File: src/rtl/cos_pkg.sv
package cos_pkg;

  typedef enum logic [1:0] {
    MODE_LOW    = 2'b00,
    MODE_HIGH   = 2'b01,
    MODE_FOLLOW = 2'b10,
    MODE_INVERT = 2'b11
  } drv_mode_e;

  typedef struct packed {
    logic      en_p;
    logic      en_n;
    drv_mode_e mode;
  } chan_ctl_t;

  localparam int LOCK_W = 2;

endpackage

File: src/rtl/cos_edge_det.sv
module cos_edge_det (
  input  logic clk,
  input  logic rst,
  input  logic d,
  output logic rise
);
  logic d_q;

  always_ff @(posedge clk) begin
    if (rst) d_q <= 1'b0;
    else     d_q <= d;
  end

  assign rise = d & ~d_q;
endmodule

File: src/rtl/cos_ctl_regs.sv
module cos_ctl_regs
  import cos_pkg::*;
#(
  parameter int HAS_CMPL = 1
) (
  input  logic              clk,
  input  logic              rst,
  input  logic              wr_ctl,
  input  chan_ctl_t         wr_data,
  input  logic              preload_en,
  input  logic              upd_sel,
  input  logic              com_sw,
  input  logic              trig_rise,
  input  logic              trig_in,
  input  logic              wr_idle,
  input  logic              idle_p_in,
  input  logic              idle_n_in,
  input  logic              wr_lock,
  input  logic [LOCK_W-1:0] lock_in,
  output chan_ctl_t         act_q,
  output logic              idle_p_q,
  output logic              idle_n_q
);
  localparam logic USE_SHADOW = (HAS_CMPL != 0);

  chan_ctl_t         shadow_q;
  logic [LOCK_W-1:0] lock_q;
  logic              com_evt;
  logic              direct;

  assign com_evt = com_sw | (upd_sel & trig_rise);
  assign direct  = !USE_SHADOW || !preload_en;

  always_ff @(posedge clk) begin
    if (rst) begin
      shadow_q <= '0;
      act_q    <= '0;
      idle_p_q <= 1'b0;
      idle_n_q <= 1'b0;
      lock_q   <= '0;
    end else begin
      if (wr_ctl) shadow_q <= wr_data;
      if (direct) begin
        if (wr_ctl) act_q <= wr_data;
      end else if (com_evt) begin
        act_q <= shadow_q;
      end
      if (wr_idle && lock_q == '0) begin
        idle_p_q <= idle_p_in;
        idle_n_q <= idle_n_in;
      end
      if (wr_lock && lock_q == '0) lock_q <= lock_in;
    end
  end

  // idle levels and lock level frozen once locked
  assert_lock_idle_R5: assert property (@(posedge clk) disable iff (rst)
    (lock_q != '0) |=> ($stable(idle_p_q) && $stable(idle_n_q)));
  assert_lock_once_R5: assert property (@(posedge clk) disable iff (rst)
    (lock_q != '0) |=> $stable(lock_q));
  // direct writes land on the next edge
  assert_direct_write_R6: assert property (@(posedge clk) disable iff (rst)
    (wr_ctl && (!preload_en || HAS_CMPL == 0)) |=> (act_q == $past(wr_data)));
  // preloaded word stays put without a commutation event
  assert_preload_hold_R7: assert property (@(posedge clk) disable iff (rst)
    (HAS_CMPL != 0 && preload_en && !com_sw && !(upd_sel && trig_rise)) |=> $stable(act_q));
  // a trigger held high causes no further transfer
  assert_trig_once_R8: assert property (@(posedge clk) disable iff (rst)
    (HAS_CMPL != 0 && preload_en && !com_sw && trig_in && $past(trig_in) && !$past(rst))
      |=> $stable(act_q));
endmodule

File: src/rtl/cos_deadtime.sv
module cos_deadtime #(
  parameter int DT_W     = 8,
  parameter int HAS_CMPL = 1
) (
  input  logic            clk,
  input  logic            rst,
  input  logic            lvl,
  input  logic            moe,
  input  logic            en_p,
  input  logic            en_n,
  input  logic            idle_p,
  input  logic            idle_n,
  input  logic [DT_W-1:0] dt_val,
  output logic            drv_p,
  output logic            drv_n
);
  localparam logic CMPL = (HAS_CMPL != 0);

  logic            lvl_q, moe_q, reload, done, p_c, n_c;
  logic [DT_W-1:0] cnt;

  // A change of drive state restarts the dead-time window
  assign reload = (moe != moe_q) || (moe && (lvl != lvl_q));

  always_ff @(posedge clk) begin
    if (rst) begin
      lvl_q <= 1'b0;
      moe_q <= 1'b0;
      cnt   <= '0;
    end else begin
      lvl_q <= lvl;
      moe_q <= moe;
      if (reload)          cnt <= dt_val;
      else if (cnt != '0)  cnt <= cnt - 1'b1;
    end
  end

  generate
    if (HAS_CMPL != 0) begin : g_dt
      assign done = (cnt == '0);
    end else begin : g_nodt
      assign done = 1'b1;
    end
  endgenerate

  always_comb begin
    if (moe_q) begin
      p_c = en_p & lvl_q & done;
      n_c = CMPL ? (en_n & ~lvl_q & done) : 1'b0;
    end else begin
      p_c = idle_p & done;
      n_c = CMPL ? (idle_n & done) : 1'b0;
    end
  end

  always_ff @(posedge clk) begin
    if (rst) begin
      drv_p <= 1'b0;
      drv_n <= 1'b0;
    end else begin
      drv_p <= p_c;
      drv_n <= n_c;
    end
  end

  // a rising main output never directly follows a high complementary output
  assert_dead_gap_R3: assert property (@(posedge clk) disable iff (rst)
    (HAS_CMPL != 0 && dt_val != '0 && $stable(dt_val) && $past(moe_q) && $rose(drv_p))
      |-> !$past(drv_n));
  // outputs blanked while the idle dead-time runs
  assert_idle_blank_R4: assert property (@(posedge clk) disable iff (rst)
    (HAS_CMPL != 0 && !moe_q && cnt != '0) |=> (!drv_p && !drv_n));
endmodule

File: src/rtl/cmpl_out_stage.sv
module cmpl_out_stage
  import cos_pkg::*;
#(
  parameter int DT_W     = 8,
  parameter int HAS_CMPL = 1
) (
  input  logic              clk,
  input  logic              rst,
  input  logic              ref_in,
  input  logic              moe,
  input  logic [DT_W-1:0]   dt_val,
  input  logic              preload_en,
  input  logic              upd_sel,
  input  logic              com_sw,
  input  logic              trig_in,
  input  logic              wr_ctl,
  input  logic [3:0]        wr_ctl_data,
  input  logic              wr_idle,
  input  logic              wr_idle_p,
  input  logic              wr_idle_n,
  input  logic              wr_lock,
  input  logic [LOCK_W-1:0] wr_lock_lvl,
  output logic              out_p,
  output logic              out_n,
  output logic [3:0]        act_ctl
);
  chan_ctl_t act;
  logic      trig_rise, idle_p, idle_n, lvl;

  cos_edge_det u_trig_edge (
    .clk (clk),
    .rst (rst),
    .d   (trig_in),
    .rise(trig_rise)
  );

  cos_ctl_regs #(.HAS_CMPL(HAS_CMPL)) u_regs (
    .clk       (clk),
    .rst       (rst),
    .wr_ctl    (wr_ctl),
    .wr_data   (chan_ctl_t'(wr_ctl_data)),
    .preload_en(preload_en),
    .upd_sel   (upd_sel),
    .com_sw    (com_sw),
    .trig_rise (trig_rise),
    .trig_in   (trig_in),
    .wr_idle   (wr_idle),
    .idle_p_in (wr_idle_p),
    .idle_n_in (wr_idle_n),
    .wr_lock   (wr_lock),
    .lock_in   (wr_lock_lvl),
    .act_q     (act),
    .idle_p_q  (idle_p),
    .idle_n_q  (idle_n)
  );

  always_comb begin
    case (act.mode)
      MODE_LOW:    lvl = 1'b0;
      MODE_HIGH:   lvl = 1'b1;
      MODE_FOLLOW: lvl = ref_in;
      default:     lvl = ~ref_in;
    endcase
  end

  cos_deadtime #(.DT_W(DT_W), .HAS_CMPL(HAS_CMPL)) u_dt (
    .clk   (clk),
    .rst   (rst),
    .lvl   (lvl),
    .moe   (moe),
    .en_p  (act.en_p),
    .en_n  (act.en_n),
    .idle_p(idle_p),
    .idle_n(idle_n),
    .dt_val(dt_val),
    .drv_p (out_p),
    .drv_n (out_n)
  );

  assign act_ctl = act;

  // a single-ended channel never drives the complementary pin
  assert_no_cmpl_R9: assert property (@(posedge clk) disable iff (rst)
    (HAS_CMPL == 0) |-> !out_n);
endmodule

File: config.mk
export PLATFORM = sky130hd
export DESIGN_NAME = cmpl_out_stage
export DESIGN_NICKNAME = d
export VERILOG_FILES = /design/src/rtl/cos_pkg.sv /design/src/rtl/cos_edge_det.sv /design/src/rtl/cos_ctl_regs.sv /design/src/rtl/cos_deadtime.sv /design/src/rtl/cmpl_out_stage.sv
export SDC_FILE = /design/constraint.sdc
export NUM_CORES = 1
export LEC_CHECK = 0
export CORE_MARGIN = 8
export CORE_UTILIZATION = 40
export CTS_CLUSTER_SIZE = 24
export DETAILED_ROUTE_END_ITERATION = 10
export PLACE_DENSITY = 0.77
export SLEW_MARGIN = 40
export SYNTH_ARGS = -nofsm -noshare
export SYNTH_HDL_FRONTEND = slang
export SYNTH_SLANG_ARGS = --single-unit
export TNS_END_PERCENT = 5
File: constraint.sdc
create_clock -name clk -period 2.1 [get_ports clk]
set_input_delay 0.42 -clock clk [delete_from_list [all_inputs] [get_ports clk]]
set_output_delay 0.42 -clock clk [all_outputs]
set_load 0.005 [all_outputs]
==> impl_metrics.toml <==
[clock_network]
clock_latency_ps = 330
cts_hold_buf = 0
cts-root-buf = "clkbuf_4"
post_cts_resized = 0
cts_made_buffers = 3
post_cts_buffers = 0
clk_path_buf_depth = 2
htreeDepth = 1
cts_sinks = 25
cts_tree = "done"
cts.clk_slew.worst_paths_ps = 150

[route]
firstDrtPassIters = 4
drc_errors = 0
routed_via_density = 5.19
wl_per_cell_um = 13.8
wirelength_mm = 2.76
vias = 1044
drt-initial-drc-count = 29
ant_nets = 0

[cells_and_area]
final_util_pct = 53.9
num_antenna_cells = 0
syn_to_final_growth_pct = 30.1
final_nets = 198
fin_area_mm2 = 0.00162
n_fill_cell = 291
drive_above_1_share_pct = 9.52

[place]
dp_hpwl_mm = 2.25
io_buffers = 32
gp_congestion = 0.851
placed_area_mm2 = 0.00159

[worst_setup_path]
crit_family = "simple AND/OR/NAND/NOR gates"
path_class = "reg -> reg"
path_buf_inv = 1
max_stage_delay_ps = 490
cp.arrival_ps = 1980
r2r_slack_ps = 350
path_max_fanout = 3
crit_chain = "inv_1 > ha_1 > or3b_2 > o31a_2 > o21ai_0 > mux2i_1"
cp_slowest_cell = "or3b_2"
end_kind = "flip-flop"
cp.required_ps = 2330
start_kind = "flip-flop"

[power_and_ir_drop]
powerDensity_mw_per_mm2 = 685
peakVddDrop_mv = 0.305
leakagePower_nw = 0.657

[die]
die_area_mm2 = 0.00515
fp-row-count = 20
core_mm2 = 0.00300
start_util_pct = 41.4
ios = 33
die_y_um = 71.8
fp.dieW_um = 71.8

[synth]
ys_top_cells_by_area = "dfxtp_1 (40%), mux2i_1 (13%), nor2_1 (4.5%)"
synth-edff-count = 0
synth_ff_type = "dfxtp_1"
ys_seq_area_share_pct = 40.2
synth_area_leader_cell = "dfxtp_1"
synth_top_area_share_pct = 40.2
synthCells = 136
ys_ff_latch = 25
ys_warn_count = 0
syn-num-nets = 165
ys_types = 34
netlist_area_mm2 = 0.00124
synthArstFlopShare_pct = 0
syn_area_per_cell_um2 = 9.14

[grt]
grt_pass1_vias = 1133
grt_use_total_pct = 11.7
grt_max_degree = 17
grt_pass1_wl_mm = 4.89
antenna_found_initial = 0
grt_overflow = 0

[sta]
finalCritPeriodShare_pct = 83.5
finalSetupTns_ps = 0
grt_setup_unrepaired = "false"
slew_headroom_pct = 69.5
slew_violations = 0
tightest_slew_ps = 453
fin_skew_ps = 11.3
fmax_mhz = 570
layout_min_cycle_time_ps = 1750
setup_viol = 0
hold_viol = 0

[worst_hold_path]
hp-class = "reg -> reg"

[outcome]
status = "finished clean"

[run]
cap_violations = 0
-- where the power goes --
| group | internal [mW] | switching [mW] | total, mW |
|---|---|---|---|
| clock network | 0.0730 | 0.154 | 0.227 |
| registers | 0.519 | 0.0440 | 0.563 |
| logic | 0.179 | 0.140 | 0.319 |
| total | 0.772 | 0.337 | 1.11 |
-- final timing paths --
check                                      from                            end  depth (start not counted)
setup reg to reg       u_dt.cnt[0]$_SDFFE_PP0P_       u_dt.cnt[6]$_SDFFE_PP0P_                          6
setup / recovery       u_dt.cnt[0]$_SDFFE_PP0P_       u_dt.cnt[6]$_SDFFE_PP0P_                          6
hold / removal    u_regs.lock_q[0]$_SDFFE_PP0P_  u_regs.lock_q[0]$_SDFFE_PP0P_                          2
hold reg to reg   u_regs.lock_q[0]$_SDFFE_PP0P_  u_regs.lock_q[0]$_SDFFE_PP0P_                          2
-- placed cells by master, fill, tap and decap left out, drive strengths merged, types with 3 or more instances in the layout --
| cell type | count |
|---|---|
| mux2i | 16 |
| nor2 | 15 |
| nor3 | 3 |
| clkdlybuf4s50 | 32 |
| clkbuf | 3 |
| a21oi | 8 |
| nand2 | 10 |
| nor4 | 3 |
| buf | 4 |
| xnor2 | 3 |
| inv | 8 |
| a211oi | 4 |
| dfxtp | 25 |
| o21ai | 5 |
| nor2b | 4 |
-- Yosys cell counts, types with 2 or more instances --
cell type,count
dfxtp_1,25
mux2i_1,16
nor2_1,15
nand2_1,10
inv_1,8
a21oi_1,7
o21ai_0,5
a211oi_1,4
nor2b_1,4
nor3_1,3
nor4_1,3
xnor2_1,3
a31oi_1,2
and2_1,2
buf_2,2
buf_4,2
clkbuf_1,2
ha_1,2
mux2_2,2
nand3b_1,2
nor3b_1,2
o31a_2,2
or3b_2,2
-- flip-flops by register name, summed over array words and instances (netlist names) --
name,count
u_dt.drv_p,1
u_dt.lvl_q,1
u_regs.idle_n_q,1
u_trig_edge.d_q,1
u_regs.lock_q,2
u_dt.cnt,8
u_dt.moe_q,1
u_regs.act_q,4
u_regs.idle_p_q,1
u_regs.shadow_q,4
u_dt.drv_n,1
-- tightest hold or removal path, cell delays in order, from the launching register on --
cell and delay [ps]:
dfxtp_1 340, inv_1 60, a21oi_1 50
-- area by class of cell --
type | count | area, um^2 | share of cell area [%]
inverters | 8 | 30.0 | 1.86
clock inverters | 1 | 7.51 | 0.464
repair buffers | 36 | 350 | 21.7
well taps | 33 | 41.3 | 2.55
multi-input cells | 95 | 666 | 41.1
flip-flops and latches | 25 | 500 | 30.9
clock buffers | 3 | 22.5 | 1.39
-- cells by family after synthesis --
kind of cell / Yosys count / synth area share, %
adders and majority gates: 2 / 2.01
and+or+nand+nor: 47 / 19.5
buffers and inverters: 16 / 6.24
muxes: 18 / 14.7
AOI/OAI and AO/OA: 24 / 13.4
DFF: 25 / 40.2
xor gates and xnor gates: 4 / 3.92
-- per-layer routing --
layer / GRT usage [%] / wire length, um / up-vias
met4: 7.94 / 85 / 0
li1: - / - / 537
met3: 2.23 / 104 / 7
met1: 12.7 / 1180 / 482
met2: 20.1 / 1390 / 18
met5: 0 / 0 / -
-- stage by stage --
step	instances	power, mW	setup slack [ps]	hold WS [ps]
2_1_floorplan	136	0.785	457	446
3_3_place_gp	197	0.874	158	454
3_5_place_dp	197	0.892	114	465
4_1_cts	201	1.12	348	486
5_1_grt	201	1.18	255	520
6_report	201	1.11	346	480
No activity file was read; power rests on OpenSTA's default activity.
